<file path="src/rtl/chs_seq_pkg.sv">
// Shared constants and types for the CHS sector address sequencer.
// Assumes byte-wide parameter and result paths.
package chs_seq_pkg;
    localparam int PRM_BYTES = 6;
    localparam logic [2:0] SPEC_TRK_IDX = 3'd3;
    localparam logic [2:0] SPEC_SEC_IDX = 3'd4;
    localparam logic [7:0] ST_OK      = 8'h00;
    localparam logic [7:0] ST_OVERRUN = 8'h10;

    // Decoded start set, cylinder high held in true form
    typedef struct packed {
        logic [7:0] phys_head;
        logic [7:0] cyl_hi;
        logic [7:0] cyl_lo;
        logic [7:0] head;
        logic [7:0] sector;
        logic [7:0] count;
    } start_set_t;
endpackage

</file>
<file path="src/rtl/chs_param_stage.sv">
// Holds the six staged start bytes and the two geometry limits.
// Assumes index 1 arrives complemented; it is restored to true form here.
module chs_param_stage
    import chs_seq_pkg::*;
#(
    parameter int SECT_PER_TRACK = 18
) (
    input  logic       clk,
    input  logic       rst_n,
    input  logic       prm_we,
    input  logic [2:0] prm_idx,
    input  logic [7:0] prm_data,
    input  logic       spec_we,
    input  logic [2:0] spec_idx,
    input  logic [7:0] spec_data,
    output start_set_t start_set,
    output logic [7:0] sec_end,
    output logic [7:0] trk_end
);
    localparam logic [7:0] SEC_END_RST = 8'(SECT_PER_TRACK - 1);

    logic [7:0] stg_q [PRM_BYTES];

    genvar g;
    generate
        for (g = 0; g < PRM_BYTES; g++) begin : g_stg
            // Capture one staged byte when its index is written
            always_ff @(posedge clk) begin
                if (!rst_n)
                    stg_q[g] <= 8'h00;
                else if (prm_we && prm_idx == 3'(g))
                    stg_q[g] <= prm_data;
            end
        end
    endgenerate

    // Capture the ending sector and ending track from the geometry command
    always_ff @(posedge clk) begin
        if (!rst_n) begin
            sec_end <= SEC_END_RST;
            trk_end <= 8'h00;
        end else if (spec_we) begin
            if (spec_idx == SPEC_SEC_IDX) sec_end <= spec_data;
            if (spec_idx == SPEC_TRK_IDX) trk_end <= spec_data;
        end
    end

    // Decode the staged bytes into the start set
    always_comb begin
        start_set.phys_head = stg_q[0];
        start_set.cyl_hi    = ~stg_q[1];
        start_set.cyl_lo    = stg_q[2];
        start_set.head      = stg_q[3];
        start_set.sector    = stg_q[4];
        start_set.count     = stg_q[5];
    end
endmodule

</file>
<file path="src/rtl/chs_addr_counter.sv">
// Working cylinder/head/sector register with limit-based rollover.
// Assumes load has priority over advance.
module chs_addr_counter (
    input  logic        clk,
    input  logic        rst_n,
    input  logic        load,
    input  logic [15:0] ld_cyl,
    input  logic [7:0]  ld_head,
    input  logic [7:0]  ld_sector,
    input  logic        adv,
    input  logic [7:0]  sec_end,
    input  logic [7:0]  trk_end,
    output logic [15:0] cyl,
    output logic [7:0]  head,
    output logic [7:0]  sector
);
    // Load the start address or step to the next sector
    always_ff @(posedge clk) begin
        if (!rst_n) begin
            cyl    <= 16'h0000;
            head   <= 8'h00;
            sector <= 8'h00;
        end else if (load) begin
            cyl    <= ld_cyl;
            head   <= ld_head;
            sector <= ld_sector;
        end else if (adv) begin
            if (sector >= sec_end) begin
                sector <= 8'h00;
                if (head >= trk_end) begin
                    head <= 8'h00;
                    cyl  <= cyl + 16'd1;
                end else begin
                    head <= head + 8'd1;
                end
            end else begin
                sector <= sector + 8'd1;
            end
        end
    end
endmodule

</file>
<file path="src/rtl/chs_lba_calc.sv">
// Registered linear block address from cylinder, head, sector and head count.
// Assumes a fixed sectors-per-track figure; result truncates to LBA_W bits.
module chs_lba_calc #(
    parameter int SECT_PER_TRACK = 18,
    parameter int HEADS_W        = 4,
    parameter int LBA_W          = 24
) (
    input  logic               clk,
    input  logic               rst_n,
    input  logic [HEADS_W-1:0] heads,
    input  logic [15:0]        cyl,
    input  logic [7:0]         head,
    input  logic [7:0]         sector,
    output logic [LBA_W-1:0]   lba
);
    localparam logic [31:0] SPT = 32'(SECT_PER_TRACK);

    logic [31:0] per_cyl;
    logic [31:0] full;

    // Sum the cylinder, track and sector contributions
    always_comb begin
        per_cyl = SPT * 32'(heads);
        full    = per_cyl * 32'(cyl) + SPT * 32'(head) + 32'(sector);
    end

    // Register the address to cut the multiplier path
    always_ff @(posedge clk) begin
        if (!rst_n) lba <= '0;
        else        lba <= full[LBA_W-1:0];
    end
endmodule

</file>
<file path="src/rtl/chs_sector_sequencer.sv">
// Top of the CHS sector address sequencer: byte counting, sector count,
// end status and result record. Assumes one byte_stb per byte moved.
module chs_sector_sequencer
    import chs_seq_pkg::*;
#(
    parameter int SECTOR_BYTES   = 512,
    parameter int SECT_PER_TRACK = 18,
    parameter int HEADS_W        = 4,
    parameter int LBA_W          = 24
) (
    input  logic               clk,
    input  logic               rst_n,
    input  logic               prm_we,
    input  logic [2:0]         prm_idx,
    input  logic [7:0]         prm_data,
    input  logic               spec_we,
    input  logic [2:0]         spec_idx,
    input  logic [7:0]         spec_data,
    input  logic [HEADS_W-1:0] heads,
    input  logic               xfer_start,
    input  logic               byte_stb,
    input  logic [2:0]         res_idx,
    output logic [7:0]         res_byte,
    output logic [LBA_W-1:0]   lba,
    output logic               active,
    output logic               done
);
    localparam int          BC_W    = $clog2(SECTOR_BYTES);
    localparam logic [BC_W-1:0] BC_LAST = BC_W'(SECTOR_BYTES - 1);

    start_set_t      start_set;
    logic [7:0]      sec_end, trk_end;
    logic [15:0]     cyl;
    logic [7:0]      head, sector;
    logic [7:0]      phys_head_q, sec_cnt_q, end_status_q;
    logic [BC_W-1:0] bcnt_q;
    logic            stb_ok, sect_end, adv;

    chs_param_stage #(.SECT_PER_TRACK(SECT_PER_TRACK)) u_stage (
        .clk(clk), .rst_n(rst_n),
        .prm_we(prm_we), .prm_idx(prm_idx), .prm_data(prm_data),
        .spec_we(spec_we), .spec_idx(spec_idx), .spec_data(spec_data),
        .start_set(start_set), .sec_end(sec_end), .trk_end(trk_end)
    );

    chs_addr_counter u_addr (
        .clk(clk), .rst_n(rst_n), .load(xfer_start),
        .ld_cyl({start_set.cyl_hi, start_set.cyl_lo}),
        .ld_head(start_set.head), .ld_sector(start_set.sector),
        .adv(adv), .sec_end(sec_end), .trk_end(trk_end),
        .cyl(cyl), .head(head), .sector(sector)
    );

    chs_lba_calc #(
        .SECT_PER_TRACK(SECT_PER_TRACK), .HEADS_W(HEADS_W), .LBA_W(LBA_W)
    ) u_lba (
        .clk(clk), .rst_n(rst_n), .heads(heads),
        .cyl(cyl), .head(head), .sector(sector), .lba(lba)
    );

    // Qualify strobes: only while active and not in a start cycle
    always_comb begin
        stb_ok   = active && byte_stb && !xfer_start;
        sect_end = stb_ok && (sec_cnt_q != 8'h00) && (bcnt_q == BC_LAST);
        adv      = sect_end;
    end

    // Transfer control: start, byte count, sector count, end status
    always_ff @(posedge clk) begin
        if (!rst_n) begin
            active       <= 1'b0;
            done         <= 1'b0;
            phys_head_q  <= 8'h00;
            sec_cnt_q    <= 8'h00;
            end_status_q <= ST_OK;
            bcnt_q       <= '0;
        end else begin
            done <= 1'b0;
            if (xfer_start) begin
                active       <= 1'b1;
                phys_head_q  <= start_set.phys_head;
                sec_cnt_q    <= start_set.count;
                end_status_q <= ST_OK;
                bcnt_q       <= '0;
            end else if (stb_ok) begin
                if (sec_cnt_q == 8'h00) begin
                    active       <= 1'b0;
                    done         <= 1'b1;
                    end_status_q <= ST_OVERRUN;
                end else if (bcnt_q == BC_LAST) begin
                    bcnt_q    <= '0;
                    sec_cnt_q <= sec_cnt_q - 8'd1;
                    if (sec_cnt_q == 8'd1) begin
                        active       <= 1'b0;
                        done         <= 1'b1;
                        end_status_q <= ST_OK;
                    end
                end else begin
                    bcnt_q <= bcnt_q + 1'b1;
                end
            end
        end
    end

    // Select one byte of the result record
    always_comb begin
        case (res_idx)
            3'd0:    res_byte = end_status_q;
            3'd1:    res_byte = phys_head_q;
            3'd2:    res_byte = ~cyl[15:8];
            3'd3:    res_byte = cyl[7:0];
            3'd4:    res_byte = head;
            3'd5:    res_byte = sector;
            3'd6:    res_byte = sec_cnt_q;
            default: res_byte = 8'h00;
        endcase
    end
endmodule

</file>
<file path="config.mk">
export PLATFORM = sky130hd
export DESIGN_NAME = chs_sector_sequencer
export DESIGN_NICKNAME = d
export VERILOG_FILES = /design/src/rtl/chs_seq_pkg.sv /design/src/rtl/chs_param_stage.sv /design/src/rtl/chs_addr_counter.sv /design/src/rtl/chs_lba_calc.sv /design/src/rtl/chs_sector_sequencer.sv
export SDC_FILE = /design/constraint.sdc
export NUM_CORES = 1
export LEC_CHECK = 0
export BUFFER_PORTS_ARGS = -buffer_cell sky130_fd_sc_hd__buf_2
export CORE_UTILIZATION = 50
export CTS_CLUSTER_DIAMETER = 30
export DETAILED_ROUTE_END_ITERATION = 16
export PLACE_DENSITY = 0.69
export RECOVER_POWER = 100
export SLEW_MARGIN = 20
export SYNTH_ARGS = -nofsm -noshare
export SYNTH_HDL_FRONTEND = slang
export SYNTH_SLANG_ARGS = --single-unit
</file>
<file path="constraint.sdc">
create_clock -name clk -period 9.5 [get_ports clk]
set_input_delay 1.9 -clock clk [delete_from_list [all_inputs] [get_ports clk]]
set_output_delay 1.9 -clock clk [all_outputs]
set_load 0.01 [all_outputs]
</file>
After elaboration in Yosys (flattened, before gate mapping)
Memory sizes are Yosys's and may differ from the RTL's. A register that Yosys moved wholly into a read port is not among the register bits. Cells that the tools add are included.

Register bits after elaboration: 99. Memory bits (writable): 48. Memories: 1. Logic and storage cells: 139. Bits of input ports: 35.

Bitwise logic cells: 11. Reductions and logical operators: 35. $mul: 3. Magnitude comparators: 2. Eq/ne operators: 16. Muxes and demuxes: 53. $add $sub $neg: 7.

Memory list: u_stage.stg_q (words 6, width 8, rd ports 6, clocked after memory_dff 1, wr ports 6, line chs_param_stage.sv:22) `logic [7:0] stg_q [PRM_BYTES];`.

Operators by type and width (count): 8-bit two-way mux (20); 16-bit two-way mux (4); 8-bit one-hot mux with 7 select lines (1); 1-bit two-way mux (27); 24-bit by 13-bit adder with 24-bit output (1); 24-bit by 8-bit adder with 24-bit output (1); 8-bit by 16-bit multiplier with 23-bit output (1); 3-bit == test (second input constant) (6); 16-bit by 1-bit adder with 16-bit output (second input constant) (1); 8-bit by 1-bit adder with 8-bit output (second input constant) (2); 8-bit greater-or-equal comparator (2); 8-bit NOT (2); 3-bit by 2-bit == test with 1-bit output (second input constant) (5); 2-bit nonzero test (7); 4-bit by 8-bit multiplier with 12-bit output (first input constant) (1); 3-bit AND reduction (4); 1-bit logical AND (10); 9-bit by 1-bit adder with 9-bit output (second input constant) (1); 9-bit == test (second input constant) (1); 9-bit two-way mux (1); 8-bit by 1-bit == test with 1-bit output (second input constant) (1); 8-bit logical NOT (1); 4-bit by 4-bit multiplier with 8-bit output (first input constant) (1); 2-bit AND reduction (4); other kinds (11) (22).

Logic depth before layout (Yosys ltp)
Depth after elaboration: 6. Gate-level depth with buffers: 30.

Cells and area by module
A second synthesis with hierarchy kept.

Cells, all modules: 1434. Area, all modules: 12990.0 um2.

By module, submodules not included: chs_lba_calc (area each 6140.9 um2, sequential area each 480.5 um2, instances 1, cells each 714); chs_param_stage (area each 2660.1 um2, sequential area each 1761.7 um2, instances 1, cells each 202); chs_addr_counter (area each 2343.5 um2, sequential area each 640.6 um2, instances 1, cells each 295); chs_sector_sequencer (area each 1845.5 um2, sequential area each 560.5 um2, instances 1, cells each 223).

Worst setup path before layout
Ideal clock, no wire load.

Kind: input port to flip-flop. From: input heads[0]. To: register u_lba.lba[21]. Arrival: 7.887 ns. Path slack: 1.485 ns. Required time: 9.372 ns. Path buffers: 1. Stages: 27. Path through: ha_1 ha_1 ha_1 xor2_1 clkbuf_1 nand2_1 fa_1 fa_1 inv_1 fa_1 inv_1 fa_1 inv_1 ha_1 inv_1 a21oi_1 nor4_1 or2_2 xnor2_1 ha_1 ha_1 and4_1 nand2_1 a311oi_1 nand3_1 xor2_1 nor2_1.

Word-level cells in the longest chain between the ends: 4.

Ends and longest elaborated chain: from (decl) (line chs_sector_sequencer.sv:19) `input logic [HEADS_W-1:0] heads,`; 4-bit by 4-bit multiplier with 8-bit output (line chs_lba_calc.sv:23) `per_cyl = SPT * 32'(heads);`; 8-bit by 16-bit multiplier with 23-bit output (line chs_lba_calc.sv:24) `full = per_cyl * 32'(cyl) + SPT * 32'(head) + 32'(sector);`; 24-bit by 13-bit adder with 24-bit output (line chs_lba_calc.sv:24); 24-bit by 8-bit adder with 24-bit output (line chs_lba_calc.sv:24); to (signal assigned) (line chs_lba_calc.sv:30) `else lba <= full[LBA_W-1:0];`; to (decl) (line chs_lba_calc.sv:14) `output logic [LBA_W-1:0] lba`.

Every way passes these cells. A chain may end at the register's enable or synchronous reset.

Final worst setup path
From: input heads[0]. To: register u_lba.lba[22].

The elaborated chain is that of the path after synthesis.

==> metrics.txt <==
status finished with violations; violated checks capacitance limit, slew limit; Tmin final 8.34 ns; YS warnings 0; Pre-Repair DR Iteration Count 5; prevailing post-synth register cell dfxtp_1; Layout area overhead 8.86%; hpwl dp 22.1 mm; most frequent cells in the layout inv_1 (174), nand2_1 (150), nor2_1 (121); Final ANT Viol Nets 0; clk_lat worst skew 0.43 ns; pin count of the biggest net entering global routing 84; Num Clock Sinks 148; Fin. Hold Viols 0; Mapped Cells 1430; Worst path most repeated cell ha_1; r2r startpoint u_addr.cyl[2]$_SDFFE_PN0P_; IO buf count 68; Crit-path slowest cell ha_1; share of cells above drive strength 1 0.0611; Max FO, Critical Path 17; Min Hold Slack 0.455 ns; post-route cell area 13400 sq um; EDFF count, synth 48; Peak VDD IR 0.107 mV; critical path arrival 8.50 ns; num rows 57; CP peak stage delay 0.61 ns; Worst EP required 9.66 ns; FF-to-FF End u_lba.lba[22]$_SDFF_PN0_; worst r2r path cells 23; global-route wire length before repair 48.5 mm; R2R Setup Slk 3.14 ns; count of cell types in the netlist 67; Slew @ Worst Pin 3.91 ns; Placer Congestion 0.871; vias per cell 5.46; detailed router's first-iteration violation count 551; Syn Area/Cell 8.60 sq um; PD cells 146 nW/um^2; die height 159 microns; drt total wl 29.8 mm; critical path depth 26; nets 1683; Clock transition at path regs 0.07 ns; Setup CP Type in2reg; total CTS buffers 17; DR vias 9810; Max Cap Viol 2; Die Area 25200 sq um; Root Buffer clkbuf_16; antenna violations before repair 0; commonest non-fill, non-tap cell in the layout inv_1; ANT cells 0; HP Class reg2reg; setup TNS 0 ns; endpoint class of the critical path register; placed cell count 1765; Hold EP u_stage.trk_end[1]$_SDFFE_PN0P_; RSZ-0062 raised after global routing no; Die X 159 microns; mapped cell area 12300 sq um; Post-route DRC 0; Final Non-Filler Cells 1797; CTS tree done; remaining global-route overflow 0; max-slew violation count 110; skew final 0.0173 ns; WHS Path Cells 2; hold path start u_stage.trk_end[1]$_SDFFE_PN0P_; number of global-route vias before repair 9500; syn_nets 1653; postcts setup bufs 0; post-CTS resize count 0; FMAX 120 MHz; final worst path period share 0.877; CTS Buffer Depth 2; total power 0.00195 W; Leak 5.77 nW; Post-CTS Hold Fix Bufs 0; Post-DP Area 12900 sq um; worst path bufs/invs 2; crit path launch type input pin; DR WL/cell 16.6 microns; Synth Register Bits 148; GR Util All Layers 0.241; H-tree Lvls 4; crit-path leading delay family adder cells; post-synthesis sequential area ratio 0.280; Post-synth ARST share 0; core area 24200 sq um; Slew HR -1.61; I/O Pins 69; Starting Density 0.507; setup violators final 0
registers in the layout (all words and copies together) (netlist names):
name	flops
u_lba.lba	24
u_stage.sec_end	8
end_status_q	1
phys_head_q	8
active	1
u_addr.sector	8
u_stage.stg_q	48
sec_cnt_q	8
done	1
bcnt_q	9
u_stage.trk_end	8
u_addr.head	8
u_addr.cyl	16
cell usage after synthesis, types with 3 or more instances:
master    number  area (sq um)
o21bai_1       3          22.5
a211oi_1      13          97.6
ha_1          96          1200
a211o_1        7          61.3
nand2_1      150           563
fa_1          92          1840
nor3b_1        3          22.5
nand2b_1      10          62.6
nand4_1        7          43.8
nand3_1       19          95.1
o21ai_0       67           335
a32oi_1        5          43.8
and3_1        25           156
edfxtp_1      48          1440
nor2b_1        9          56.3
mux2i_1       23           230
nor4_1         6          37.5
mux2_2         8          90.1
or3_1          5          31.3
dfxtp_1      100          2000
nor3_1        17          85.1
a22o_1         5          43.8
and4_1         4          35.0
a221oi_1       4          35.0
or2_2          7          43.8
nor2_1       121           454
xnor2_1       25           219
and2_1       131           820
a31oi_1        6          37.5
inv_1        175           657
xor2_1        20           175
buf_1          4          15.0
o21a_1         6          45.0
a21o_1        10          75.1
a21oi_1       88           440
clkbuf_1      58           218
o211ai_1       4          30.0
o31ai_1        6          45.0
a22oi_1        7          52.6
tightest hold or removal path, delay by kind of cell, from the launching register on:
kind,cells,cell delay (ns)
flip-flops,1,0.31
AO/OA/AOI/OAI,1,0.05
AND/OR/NAND/NOR,1,0.05
routing by layer:
metal  vias to the layer above  part of all wire  GRT usage
li1                       4814                 -          -
met1                      4700              0.45      0.313
met2                       253              0.49      0.411
met3                        43             0.045     0.0384
met4                         0             0.021     0.0702
met5                         -                 0          0
worst max path at each step:
stage / slack [ns] / startpoint / endpoint
after detailed placement: 0.86 / heads[0] / u_lba.lba[22]$_SDFF_PN0_
final: 1.16 / heads[0] / u_lba.lba[22]$_SDFF_PN0_
after CTS: 1.32 / heads[0] / u_lba.lba[22]$_SDFF_PN0_
after global placement: 1.00 / heads[0] / u_lba.lba[21]$_SDFF_PN0_
after floorplan: 1.49 / heads[0] / u_lba.lba[21]$_SDFF_PN0_
after global routing: 0.62 / heads[0] / u_lba.lba[22]$_SDFF_PN0_
cell families (layout without fill, tap and decap cells):
| kind of cell | after synthesis | after routing | synth area share |
|---|---|---|---|
| mux | 31 | 31 | 0.0260 |
| buf+inv | 239 | 282 | 0.0732 |
| compound gates | 254 | 254 | 0.130 |
| simple gates | 525 | 525 | 0.212 |
| fa+ha+maj | 188 | 188 | 0.247 |
| xor+xnor | 45 | 45 | 0.0321 |
| flops | 148 | 148 | 0.280 |
power by group:
group | total, W | switching (W) | internal (W)
Clock | 0.000688 | 0.000331 | 0.000356
Sequential | 0.000748 | 0.0000442 | 0.000704
Combinational | 0.000519 | 0.000314 | 0.000204
through the flow:
stage	util	setup slack [ns]
2_1_floorplan	-	1.49
3_3_place_gp	0.530	1.00
3_5_place_dp	0.530	0.862
4_1_cts	0.555	1.32
5_1_grt	0.552	0.620
6_report	0.552	1.16
cell type report:
cell class | instances | area (sq um)
clock buffer | 17 | 425
clock inverter | 15 | 169
fill | 2253 | 10900
inverter | 175 | 657
multi-input combinational | 1043 | 7950
sequential | 148 | 3440
tap | 324 | 405
timing repair buffer | 75 | 333
Note: power is estimated with default switching activity, not from simulation.
